[src/rtl/rqt_pkg.sv]
package rqt_pkg;
  typedef enum logic [2:0] {
    K_LOAD = 3'd0, K_FETCH = 3'd1, K_STORE = 3'd2, K_FLUSH = 3'd3,
    K_LL   = 3'd4, K_SC    = 3'd5, K_LKRD  = 3'd6, K_LKWR  = 3'd7
  } kind_e;

  typedef enum logic [3:0] {
    R_LD = 4'd0, R_IF = 4'd1, R_ST = 4'd2, R_FL = 4'd3, R_LL = 4'd4,
    R_SC = 4'd5, R_LKRD = 4'd6, R_LKWR = 4'd7, R_RMWRD = 4'd8
  } rec_e;

  typedef enum logic [2:0] {
    I_LOAD = 3'd0, I_FETCH = 3'd1, I_STORE = 3'd2, I_FLUSH = 3'd3, I_ATOMIC = 3'd4
  } iss_e;

  typedef enum logic [1:0] {
    S_NONE = 2'd0, S_ACCEPT = 2'd1, S_FULL = 2'd2, S_ALIAS = 2'd3
  } sts_e;
endpackage

[src/rtl/rqt_classify.sv]
module rqt_classify
  import rqt_pkg::*;
(
  input  logic [2:0] kind_i,
  input  logic       stchk_i,
  output rec_e       rec_o,
  output iss_e       iss_o,
  output logic       wr_class_o
);
  always_comb begin
    case (kind_e'(kind_i))
      K_LOAD: begin
        rec_o = stchk_i ? R_RMWRD : R_LD;
        iss_o = stchk_i ? I_STORE : I_LOAD;
      end
      K_FETCH: begin rec_o = R_IF;   iss_o = I_FETCH;  end
      K_STORE: begin rec_o = R_ST;   iss_o = I_STORE;  end
      K_FLUSH: begin rec_o = R_FL;   iss_o = I_FLUSH;  end
      K_LL:    begin rec_o = R_LL;   iss_o = I_ATOMIC; end
      K_SC:    begin rec_o = R_SC;   iss_o = I_ATOMIC; end
      K_LKRD:  begin rec_o = R_LKRD; iss_o = I_STORE;  end
      default: begin rec_o = R_LKWR; iss_o = I_STORE;  end
    endcase
    wr_class_o = !(rec_o == R_LD || rec_o == R_IF);
  end
endmodule

[src/rtl/rqt_cam.sv]
module rqt_cam
  import rqt_pkg::*;
#(
  parameter int DEPTH = 8,
  parameter int AW    = 32,
  parameter int TSW   = 16,
  parameter int IDW   = 4
) (
  input  logic                      clk_i,
  input  logic                      rst_ni,
  input  logic [AW-1:0]             q_line_i,
  output logic                      q_hit_o,
  input  logic                      ins_i,
  input  logic [AW-1:0]             ins_line_i,
  input  logic [TSW-1:0]            ins_ts_i,
  input  logic [IDW-1:0]            ins_id_i,
  input  rec_e                      ins_rec_i,
  input  logic                      del_i,
  input  logic [AW-1:0]             del_line_i,
  output logic                      del_hit_o,
  output logic [TSW-1:0]            del_ts_o,
  output logic [IDW-1:0]            del_id_o,
  output rec_e                      del_rec_o,
  output logic [DEPTH-1:0]          vld_o,
  output logic [DEPTH-1:0][TSW-1:0] ts_o
);
  logic [DEPTH-1:0] vld_q;
  logic [AW-1:0]    line_q [DEPTH];
  logic [TSW-1:0]   ts_q   [DEPTH];
  logic [IDW-1:0]   id_q   [DEPTH];
  logic [3:0]       rec_q  [DEPTH];
  logic [DEPTH-1:0] qm, dm, free_sel;
  logic [3:0]       rec_acc;
  logic             found;

  for (genvar g = 0; g < DEPTH; g++) begin : g_ent
    assign qm[g]   = vld_q[g] && (line_q[g] == q_line_i);
    assign dm[g]   = vld_q[g] && (line_q[g] == del_line_i);
    assign ts_o[g] = ts_q[g];
  end

  assign q_hit_o   = |qm;
  assign del_hit_o = |dm;
  assign vld_o     = vld_q;

  // lowest free slot
  always_comb begin
    free_sel = '0;
    found    = 1'b0;
    for (int i = 0; i < DEPTH; i++) begin
      if (!vld_q[i] && !found) begin
        free_sel[i] = 1'b1;
        found       = 1'b1;
      end
    end
  end

  always_comb begin
    del_ts_o = '0;
    del_id_o = '0;
    rec_acc  = '0;
    for (int i = 0; i < DEPTH; i++) begin
      if (dm[i]) begin
        del_ts_o = del_ts_o | ts_q[i];
        del_id_o = del_id_o | id_q[i];
        rec_acc  = rec_acc  | rec_q[i];
      end
    end
  end
  assign del_rec_o = rec_e'(rec_acc);

  always_ff @(posedge clk_i or negedge rst_ni) begin
    if (!rst_ni) begin
      vld_q <= '0;
    end else begin
      for (int i = 0; i < DEPTH; i++) begin
        if (ins_i && free_sel[i])    vld_q[i] <= 1'b1;
        else if (del_i && dm[i])     vld_q[i] <= 1'b0;
      end
    end
  end

  always_ff @(posedge clk_i) begin
    for (int i = 0; i < DEPTH; i++) begin
      if (ins_i && free_sel[i]) begin
        line_q[i] <= ins_line_i;
        ts_q[i]   <= ins_ts_i;
        id_q[i]   <= ins_id_i;
        rec_q[i]  <= ins_rec_i;
      end
    end
  end

  // a line is never held twice
  p_unique_line_r3: assert property (@(posedge clk_i) disable iff (!rst_ni)
    $onehot0(qm));
  // insertion only into a table with room
  p_ins_room_r7: assert property (@(posedge clk_i) disable iff (!rst_ni)
    ins_i |-> !(&vld_q));
  // a missing completion leaves the table alone
  p_miss_keeps_r9: assert property (@(posedge clk_i) disable iff (!rst_ni)
    (del_i && !del_hit_o && !ins_i) |=> $stable(vld_q));
endmodule

[src/rtl/rqt_wdog.sv]
module rqt_wdog #(
  parameter int N      = 16,
  parameter int TSW    = 16,
  parameter int THRESH = 1000
) (
  input  logic                  clk_i,
  input  logic                  rst_ni,
  input  logic                  active_i,
  input  logic [TSW-1:0]        now_i,
  input  logic [N-1:0]          vld_i,
  input  logic [N-1:0][TSW-1:0] ts_i,
  output logic                  flag_o
);
  localparam int PW = (N > 1) ? $clog2(N) : 1;
  localparam logic [PW-1:0] LAST = PW'(N - 1);

  logic [PW-1:0]  ptr_q;
  logic [TSW-1:0] age;
  logic           flag_q;

  assign age    = now_i - ts_i[ptr_q];
  assign flag_o = flag_q;

  always_ff @(posedge clk_i or negedge rst_ni) begin
    if (!rst_ni) begin
      ptr_q  <= '0;
      flag_q <= 1'b0;
    end else if (active_i) begin
      ptr_q <= (ptr_q == LAST) ? '0 : ptr_q + 1'b1;
      if (vld_i[ptr_q] && age >= TSW'(THRESH)) flag_q <= 1'b1;
    end
  end

  // deadlock flag is sticky
  p_dl_sticky_r8: assert property (@(posedge clk_i) disable iff (!rst_ni)
    flag_q |=> flag_q);
endmodule

[src/rtl/rqt_tracker.sv]
module rqt_tracker
  import rqt_pkg::*;
#(
  parameter int AW         = 32,
  parameter int LINE_BYTES = 64,
  parameter int DEPTH      = 8,
  parameter int MAX_OUT    = 8,
  parameter int IDW        = 4,
  parameter int TSW        = 16,
  parameter int DL_THRESH  = 1000,
  localparam int CW        = $clog2(MAX_OUT + 1)
) (
  input  logic           clk_i,
  input  logic           rst_ni,
  input  logic           req_valid_i,
  input  logic [2:0]     req_kind_i,
  input  logic           req_stchk_i,
  input  logic [AW-1:0]  req_addr_i,
  input  logic [IDW-1:0] req_id_i,
  output logic [1:0]     req_status_o,
  output logic           iss_valid_o,
  input  logic           iss_ready_i,
  output logic [2:0]     iss_type_o,
  output logic [AW-1:0]  iss_addr_o,
  output logic [IDW-1:0] iss_id_o,
  input  logic           cmp_valid_i,
  input  logic           cmp_wr_i,
  input  logic [AW-1:0]  cmp_addr_i,
  output logic           done_valid_o,
  output logic [IDW-1:0] done_id_o,
  output logic [3:0]     done_type_o,
  output logic [TSW-1:0] done_latency_o,
  output logic [CW-1:0]  outstanding_o,
  output logic           deadlock_o,
  output logic           cmp_err_o
);
  localparam int OFFW = $clog2(LINE_BYTES);
  localparam logic [AW-1:0] LINE_MASK = ~AW'((1 << OFFW) - 1);
  localparam int NE = 2 * DEPTH;

  rec_e           rec;
  iss_e           iss;
  logic           wr_class;
  logic [AW-1:0]  req_line, cmp_line;
  logic           rd_q_hit, wr_q_hit, rd_d_hit, wr_d_hit;
  logic [TSW-1:0] rd_d_ts, wr_d_ts;
  logic [IDW-1:0] rd_d_id, wr_d_id;
  rec_e           rd_d_rec, wr_d_rec;
  logic [DEPTH-1:0]          rd_vld, wr_vld;
  logic [DEPTH-1:0][TSW-1:0] rd_ts, wr_ts;
  logic [CW-1:0]  cnt_q;
  logic [TSW-1:0] now_q;
  logic           err_q;
  sts_e           sts;
  logic           acc, d_hit;

  rqt_classify u_cls (
    .kind_i(req_kind_i), .stchk_i(req_stchk_i),
    .rec_o(rec), .iss_o(iss), .wr_class_o(wr_class)
  );

  assign req_line = req_addr_i & LINE_MASK;
  assign cmp_line = cmp_addr_i & LINE_MASK;

  // count limit first, then alias, then downstream back-pressure
  always_comb begin
    if (!req_valid_i)                        sts = S_NONE;
    else if (int'(cnt_q) >= MAX_OUT)         sts = S_FULL;
    else if (rd_q_hit || wr_q_hit)           sts = S_ALIAS;
    else if (!iss_ready_i)                   sts = S_FULL;
    else                                     sts = S_ACCEPT;
  end

  assign acc          = (sts == S_ACCEPT);
  assign req_status_o = sts;
  assign iss_valid_o  = acc;
  assign iss_type_o   = iss;
  assign iss_addr_o   = req_addr_i;
  assign iss_id_o     = req_id_i;

  rqt_cam #(.DEPTH(DEPTH), .AW(AW), .TSW(TSW), .IDW(IDW)) u_rd (
    .clk_i, .rst_ni,
    .q_line_i(req_line), .q_hit_o(rd_q_hit),
    .ins_i(acc && !wr_class), .ins_line_i(req_line), .ins_ts_i(now_q),
    .ins_id_i(req_id_i), .ins_rec_i(rec),
    .del_i(cmp_valid_i && !cmp_wr_i), .del_line_i(cmp_line),
    .del_hit_o(rd_d_hit), .del_ts_o(rd_d_ts), .del_id_o(rd_d_id), .del_rec_o(rd_d_rec),
    .vld_o(rd_vld), .ts_o(rd_ts)
  );

  rqt_cam #(.DEPTH(DEPTH), .AW(AW), .TSW(TSW), .IDW(IDW)) u_wr (
    .clk_i, .rst_ni,
    .q_line_i(req_line), .q_hit_o(wr_q_hit),
    .ins_i(acc && wr_class), .ins_line_i(req_line), .ins_ts_i(now_q),
    .ins_id_i(req_id_i), .ins_rec_i(rec),
    .del_i(cmp_valid_i && cmp_wr_i), .del_line_i(cmp_line),
    .del_hit_o(wr_d_hit), .del_ts_o(wr_d_ts), .del_id_o(wr_d_id), .del_rec_o(wr_d_rec),
    .vld_o(wr_vld), .ts_o(wr_ts)
  );

  assign d_hit          = cmp_wr_i ? wr_d_hit : rd_d_hit;
  assign done_valid_o   = cmp_valid_i && d_hit;
  assign done_id_o      = cmp_wr_i ? wr_d_id : rd_d_id;
  assign done_type_o    = cmp_wr_i ? wr_d_rec : rd_d_rec;
  assign done_latency_o = now_q - (cmp_wr_i ? wr_d_ts : rd_d_ts);

  always_ff @(posedge clk_i or negedge rst_ni) begin
    if (!rst_ni) begin
      cnt_q <= '0;
      now_q <= '0;
      err_q <= 1'b0;
    end else begin
      now_q <= now_q + 1'b1;
      cnt_q <= cnt_q + CW'(acc) - CW'(done_valid_o);
      if (cmp_valid_i && !d_hit) err_q <= 1'b1;
    end
  end

  assign outstanding_o = cnt_q;
  assign cmp_err_o     = err_q;

  rqt_wdog #(.N(NE), .TSW(TSW), .THRESH(DL_THRESH)) u_wd (
    .clk_i, .rst_ni,
    .active_i(cnt_q != '0), .now_i(now_q),
    .vld_i({wr_vld, rd_vld}), .ts_i({wr_ts, rd_ts}),
    .flag_o(deadlock_o)
  );

  // count tracks table occupancy
  p_count_sum_r7: assert property (@(posedge clk_i) disable iff (!rst_ni)
    int'(cnt_q) == ($countones(rd_vld) + $countones(wr_vld)));
  // nothing issues at the limit
  p_full_blocks_r1: assert property (@(posedge clk_i) disable iff (!rst_ni)
    (int'(cnt_q) >= MAX_OUT) |-> !iss_valid_o);
  // issue only with a ready sink and a live request
  p_issue_hs_r5: assert property (@(posedge clk_i) disable iff (!rst_ni)
    iss_valid_o |-> (iss_ready_i && req_valid_i));
  // a lone retirement lowers the count by one
  p_retire_dec_r6: assert property (@(posedge clk_i) disable iff (!rst_ni)
    (done_valid_o && !iss_valid_o) |=> (cnt_q == $past(cnt_q) - 1'b1));
  // unmatched completion flag is sticky
  p_err_sticky_r9: assert property (@(posedge clk_i) disable iff (!rst_ni)
    err_q |=> err_q);
endmodule

[config.mk]
export PLATFORM = sky130hd
export DESIGN_NAME = rqt_tracker
export DESIGN_NICKNAME = d
export VERILOG_FILES = /design/src/rtl/rqt_pkg.sv /design/src/rtl/rqt_classify.sv /design/src/rtl/rqt_cam.sv /design/src/rtl/rqt_wdog.sv /design/src/rtl/rqt_tracker.sv
export SDC_FILE = /design/constraint.sdc
export NUM_CORES = 1
export LEC_CHECK = 0
export BUFFER_PORTS_ARGS = -buffer_cell sky130_fd_sc_hd__buf_2
export CORE_ASPECT_RATIO = 0.5
export CORE_MARGIN = 2
export CORE_UTILIZATION = 50
export CTS_CLUSTER_SIZE = 12
export DETAILED_ROUTE_END_ITERATION = 12
export GPL_ROUTABILITY_DRIVEN = 0
export PLACE_DENSITY = 0.66
export SYNTH_ARGS = -nofsm -noshare
export SYNTH_HDL_FRONTEND = slang
export SYNTH_HIERARCHICAL = 1
export SYNTH_SLANG_ARGS = --single-unit
[constraint.sdc]
create_clock -name clk_i -period 6.18 [get_ports clk_i]
set_input_delay 0.618 -clock clk_i [delete_from_list [all_inputs] [get_ports clk_i]]
set_output_delay 0.618 -clock clk_i [all_outputs]
set_load 0.05 [all_outputs]
### Word level (Yosys, flattened, before mapping)

Memory sizes are Yosys's and may differ from the RTL's.
Cells that the tools add are included.

* $add $sub $neg: 6
* equality and inequality tests: 41
* mux-type cells: 325
* bitwise operators: 42
* order comparisons: 3
* reductions and logical operators: 197

Operator list (count)
* $eq A32 B32 Y1: 32
* $mux W16: 32
* $mux W26: 14
* $reduce_or A26 Y1: 14
* $mux W4: 64
* $or A16 B16 Y16: 14
* $reduce_or A16 Y1: 14
* $mux W3: 56
* $mux W1: 150
* $or A4 B4 Y4: 28
* $reduce_or A4 Y1: 28
* $logic_and A1 B1 Y1: 85
* $bmux W16 S4: 1
* $reduce_bool A2 Y1: 16
* $reduce_or A8 Y1: 4
* $sub A16 B16 Y16: 2
* $logic_not A1 Y1: 29
* $pmux W4 S7: 1
* $add A16 B1 Y16 const B: 1
* $ge A16 B10 Y1 const B: 1
* $pmux W3 S4: 1
* $mux W2: 5
* $eq A3 B3 Y1 const B: 3
* $eq A3 B2 Y1 const B: 2
* other kinds (16): 17

* memories kept: 8
* bits in writable memories: 800
* output and inout bits: 73
* bits in registers: 42
* bits of input ports: 78
* word-level logic and storage cells: 643

Memory list
* u_rd.line_q: words 8, bits a word 26, rd ports 8, clocked after Yosys merged registers in 0, wr ports 1, line rqt_cam.sv:28 `logic [AW-1:0] line_q [DEPTH];`
* u_wr.line_q: words 8, bits a word 26, rd ports 8, clocked after Yosys merged registers in 0, wr ports 1, line rqt_cam.sv:28
* u_rd.ts_q: words 8, bits a word 16, rd ports 8, clocked after Yosys merged registers in 0, wr ports 1, line rqt_cam.sv:29 `logic [TSW-1:0] ts_q [DEPTH];`
* u_wr.ts_q: words 8, bits a word 16, rd ports 8, clocked after Yosys merged registers in 0, wr ports 1, line rqt_cam.sv:29
* u_rd.id_q: words 8, bits a word 4, rd ports 8, clocked after Yosys merged registers in 0, wr ports 1, line rqt_cam.sv:30 `logic [IDW-1:0] id_q [DEPTH];`
* u_rd.rec_q: words 8, bits a word 4, rd ports 8, clocked after Yosys merged registers in 0, wr ports 1, line rqt_cam.sv:31 `logic [3:0] rec_q [DEPTH];`
* 2 more memories

### Logic depth before layout (Yosys ltp)

* depth after elaboration: 26
* gate-level depth with buffers: 18
* mapped depth without buffers: 15

### By module

The synthesis kept the hierarchy.

Modules (own cells, without submodules)
* rqt_cam: area each 22527.9 um2, sequential area each 13653.1 um2, cells an instance 1729, instances 2
* rqt_wdog: area each 3095.5 um2, sequential area each 125.1 um2, cells an instance 258, instances 1
* rqt_tracker: area each 2414.8 um2, sequential area each 525.5 um2, cells an instance 261, instances 1
* rqt_classify: area each 60.1 um2, sequential area each 0.0 um2, cells an instance 10, instances 1

### Worst setup path after synthesis

Ideal clock, no wire load.

* kind: input to register
* start point: input req_addr_i[17]
* end point: memory u_rd.id_q[6][2], in the netlist u_rd/id_q[1][10] (enable)
* path slack: -271 ps
* path buffers: 1
* cell stages on the path: 14
* library setup time: 476 ps
* arrival time: 5974 ps
* cell sequence: buf_2 xnor2_1 nand4_1 nor4_1 nand4_1 o22ai_1 or4_1 nor3b_1 and3_1 nor2b_1 and3_1 and3_1 and3_1 nor2b_1

* word-level cells in the longest chain between the ends: 20
* elaborated cells between the ends (all ways): 85

RTL lines
* start, declared: line rqt_tracker.sv:18 `input logic [AW-1:0] req_addr_i,`
* $eq A32 B32 Y1: line rqt_cam.sv:37 `assign qm[g] = vld_q[g] && (line_q[g] == q_line_i);`
* $logic_and A1 B1 Y1: line rqt_cam.sv:37
* $reduce_or A8 Y1 (*): line rqt_cam.sv:42 `assign q_hit_o = |qm;`
* via wr_q_hit: line rqt_tracker.sv:45 `logic rd_q_hit, wr_q_hit, rd_d_hit, wr_d_hit;`
* $logic_or A1 B1 Y1 (*): line rqt_tracker.sv:69 `else if (rd_q_hit || wr_q_hit) sts = S_ALIAS;`
* $mux W2 (*): line rqt_tracker.sv:69
* $mux W2 (*): line rqt_tracker.sv:68 `else if (int'(cnt_q) >= MAX_OUT) sts = S_FULL;`
* $mux W2 (*): line rqt_tracker.sv:67 `if (!req_valid_i) sts = S_NONE;`
* $eq A2 B1 Y1 (*): line rqt_tracker.sv:74 `assign acc = (sts == S_ACCEPT);`
* via iss_valid_o: line rqt_tracker.sv:21 `output logic iss_valid_o,`
* $logic_and A1 B1 Y1 (*): line rqt_tracker.sv:84 `.ins_i(acc && !wr_class), .ins_line_i(req_line), .ins_ts_i(now_q),`
* $logic_and A1 B1 Y1: line rqt_cam.sv:85 `if (ins_i && free_sel[i]) begin`
* $mux W1: line rqt_cam.sv:85
* $mux W1 (not written as such): line rqt_cam.sv:88 `id_q[i] <= ins_id_i;`
* $reduce_or A4 Y1 (no source line)
* $mux W3 (no source line) / $mux W1 (equally long branches) (7 in a row)
* end, declared: line rqt_cam.sv:30

Mark *: on every way through the listed nets, which the timed path passes. The rest lies on a longest branch.

==> results.md <==
- Warning count from the yosys run: 6
- Starting Density: 0.505
- Top_reg_cell synth: edfxtp_1
- #FFs+latches synth: 938
- Drt drc: 0
- Sequential power share: 0.526
- Clk Latency, worst-skew pair: 0.70 ns
- Crit. End Element: primary output
- Post-placement cell area: 0.0544 mm2
- Storage cell area: 0.0280 mm2
- Number of DRC markers in iteration 0: 6093
- Via count: 36800
- Post-Synthesis Cells: 3987
- RSZ-0062 raised after global routing: false
- Synthesized cell area: 0.0506 mm2
- I/O pins: 151
- Worst R2R Setup Slack: 1.43 ns
- Clock root cell: clkbuf_16
- Status: finished clean
- Largest net degree at the start of global routing: 57
- CTS tree: built
- Chip width: 454 um
- Detail Route Antenna Nets: 0
- # H-tree levels: 3
- Post-synth EDFFs: 896
- Slew headroom: 0.257
- Area of the core: 0.100 mm2
- Setup-failing EPs final: 0
- Die area: 0.104 mm2
- CTS resizes: 0
- Clk pwr share: 0.399
- Pins Over Slew Limit: 0
- Final HPWL from detailed placement: 117000 um
- Gate power share: 0.075
- Layout Nets: 4395
- WL final: 176000 um
- Num rows: 82
- First-pass GRT wire length: 250000 um
- I/O Buffers: 132
- Syn avg cell area: 12.7 um2
- Area growth from synthesis to layout: 12.6%
- Most frequent cells in the layout: 896 x edfxtp_1, 671 x xnor2_1, 387 x xor2_1
- Setup Skew: 0.0312 ns
- Switch share: 0.236
- Worst reg2reg endpoint: u_rd/ts_q[1][42]
- Final Instance Count excl. Fillers: 5676
- Fmax: 169 MHz
- P_sw: 3.10 mW
- Reg2reg start: u_rd/line_q[0][47]
- CTS Sinks: 938
- Critical Path AT: 5.29 ns
- Max_cap viols: 0
- Worst setup endpoint: done_latency_o[12]
- Hold_ws: 0.0332 ns
- Vias in the first global route: 35400
- Worst Setup Path Type: flop to primary output
- Global route overflow: 0
- FILL cells: 8037
- Sequential share of the synthesized area: 0.552
- Die height: 229 um
- Area of the multi-input gates: 0.0209 mm2
- CP max FO: 10
- Fin crit period: 5.90 ns
- Vias per cell: 6.49
- R2R depth: 15
- Routed WL per cell: 31.0 um
- GRT Util Overall: 0.333
- Placed Cells: 5522
- Netlist cell types: 88
- First drt pass iteration count: 9
- CTS Hold Bufs: 0
- Crit path from: u_wr/line_q[1][97]
- Worst slack, placed: 0.505 ns
- Static Leak: 18.9 nW
- WP data required: 5.56 ns
- Final instance area: 0.0570 mm2
- Tcrit/Tclk final: 0.955
- Least-Margin Pin Slew: 1.11 ns
- Critical Path Source Type: flop
- Worst-path clk slew: 0.06 ns
- CTS Buffer Depth: 3
- Most common cell after layout, fill and taps aside: edfxtp_1
- Total CTS buffers: 92
- Hold Vio Cnt, Final: 0
- Cell Pwr Density: 231 mW/mm2
- Asr flop ratio synth: 0.0448
- Post CTS Setup Buffer Count: 0
- Peak supply drop: 185 uV
- Layout cells sized above 1: 0.150
- Final TNS setup: 0 ns
- Initial antenna violation count: 8
- Final WS setup: 0.276 ns
- Pint: 10.1 mW
- Hold Crit Class: input pin to async pin
how the worst min path moves through the flow:
stage / to / slack, ns / cells past startpoint
floorplan: cmp_err_o / 0.32 / 0
global placement: cmp_err_o / 0.44 / 1
detailed placement: cmp_err_o / 0.45 / 1
CTS: outstanding_o[0] / 0.02 / 2
global route: outstanding_o[0] / 0.07 / 2
finish: outstanding_o[0] / 0.03 / 2
worst max-delay path, stage by stage, from the launching register on:
cell and delay [ns]:
edfxtp_1 0.43, xnor2_1 0.16, nand4_1 0.14, nor4_1 0.42
nand4_1 0.56, buf_4 0.41, o2111a_1 0.26, o2111ai_1 0.15
mux2i_1 0.25, ha_1 0.47, a21o_1 0.27, a2111oi_1 0.37
o21ai_1 0.13, o211ai_1 0.13, xnor2_1 0.17, buf_2 0.30
cells in the mapped netlist, types with 6 or more instances:
master | number | area, um2
mux2_2 | 12 | 135
o32a_1 | 54 | 541
inv_1 | 187 | 702
ha_1 | 42 | 526
nor2b_1 | 13 | 81.3
nor4_2 | 6 | 75.1
xnor2_1 | 671 | 5880
nor4_1 | 96 | 601
mux4_2 | 79 | 1780
o32ai_1 | 6 | 52.6
o22ai_1 | 9 | 56.3
and3_1 | 19 | 119
o2111ai_1 | 50 | 438
a21oi_1 | 32 | 160
o2111a_1 | 49 | 552
nand4_1 | 371 | 2320
o21ai_0 | 16 | 80.1
nor3_1 | 30 | 150
clkbuf_1 | 103 | 387
a31oi_1 | 7 | 43.8
buf_6 | 20 | 225
nand3_1 | 178 | 891
nand2_1 | 97 | 364
edfxtp_1 | 896 | 26900
mux2i_1 | 22 | 220
buf_2 | 102 | 510
buf_4 | 75 | 563
dfrtp_1 | 42 | 1050
xor2_1 | 387 | 3390
nor2_1 | 197 | 739
a21o_1 | 8 | 60.1
through the flow:
| step | utilization | power [mW] |
|---|---|---|
| floorplan | - | 7.63 |
| global placement | 0.542 | 7.98 |
| detailed placement | 0.542 | 7.99 |
| CTS | 0.569 | 13.2 |
| global route | 0.569 | 13.5 |
| finish | 0.569 | 13.2 |
routing by layer:
metal / vias to the layer above / share of wire / track usage
met5: - / 0.00034 / 0
met4: 10 / 0.041 / 0.122
met3: 459 / 0.14 / 0.0825
met2: 2859 / 0.43 / 0.494
met1: 18300 / 0.39 / 0.475
li1: 15200 / - / -
power by group through the flow:
| stage | sequential (mW) | clock [mW] | combinational [mW] |
|---|---|---|---|
| 2_1_floorplan | 7.06 | 0 | 0.565 |
| 3_3_place_gp | 7.06 | 0 | 0.918 |
| 3_5_place_dp | 7.06 | 0 | 0.925 |
| 4_1_cts | 6.93 | 5.30 | 0.929 |
| 5_1_grt | 6.92 | 5.54 | 1.01 |
| 6_report | 6.93 | 5.26 | 0.985 |
kinds of logic after synthesis:
family / Yosys count / share of synthesized area
AND/OR/NAND/NOR: 1048 / 0.113
XOR/XNOR: 1060 / 0.184
flip-flops: 938 / 0.552
AO/OA/AOI/OAI: 285 / 0.0492
buffers and inverters: 496 / 0.0479
other: 1 / 0.0000741
multiplexers: 114 / 0.0424
adder cells (fa/ha/maj): 45 / 0.0116
state kept, by name (all words and copies together) (netlist names), 4 cells and up:
| register | cells |
|---|---|
| u_rd/vld_o | 8 |
| u_wd/ptr_q | 4 |
| u_rd/line_q | 256 |
| u_rd/id_q | 32 |
| u_wr/line_q | 256 |
| u_wr/ts_q | 128 |
| outstanding_o | 4 |
| u_wr/id_q | 32 |
| u_wr/rec_q | 32 |
| u_wr/vld_o | 8 |
| u_rd/rec_q | 32 |
| u_rd/ts_q | 128 |
| now_q | 16 |
cell type report:
cell class / count / share of cell area
Multi-Input combinational cell: 2672 / 0.367
Clock inverter: 13 / 0.00116
Inverter: 190 / 0.0125
Timing Repair Buffer: 378 / 0.0543
Antenna cell: 1 / 0.0000439
Tap cell: 1344 / 0.0295
Clock buffer: 140 / 0.0450
Sequential cell: 938 / 0.491
Power figures use the tool's default switching activity.
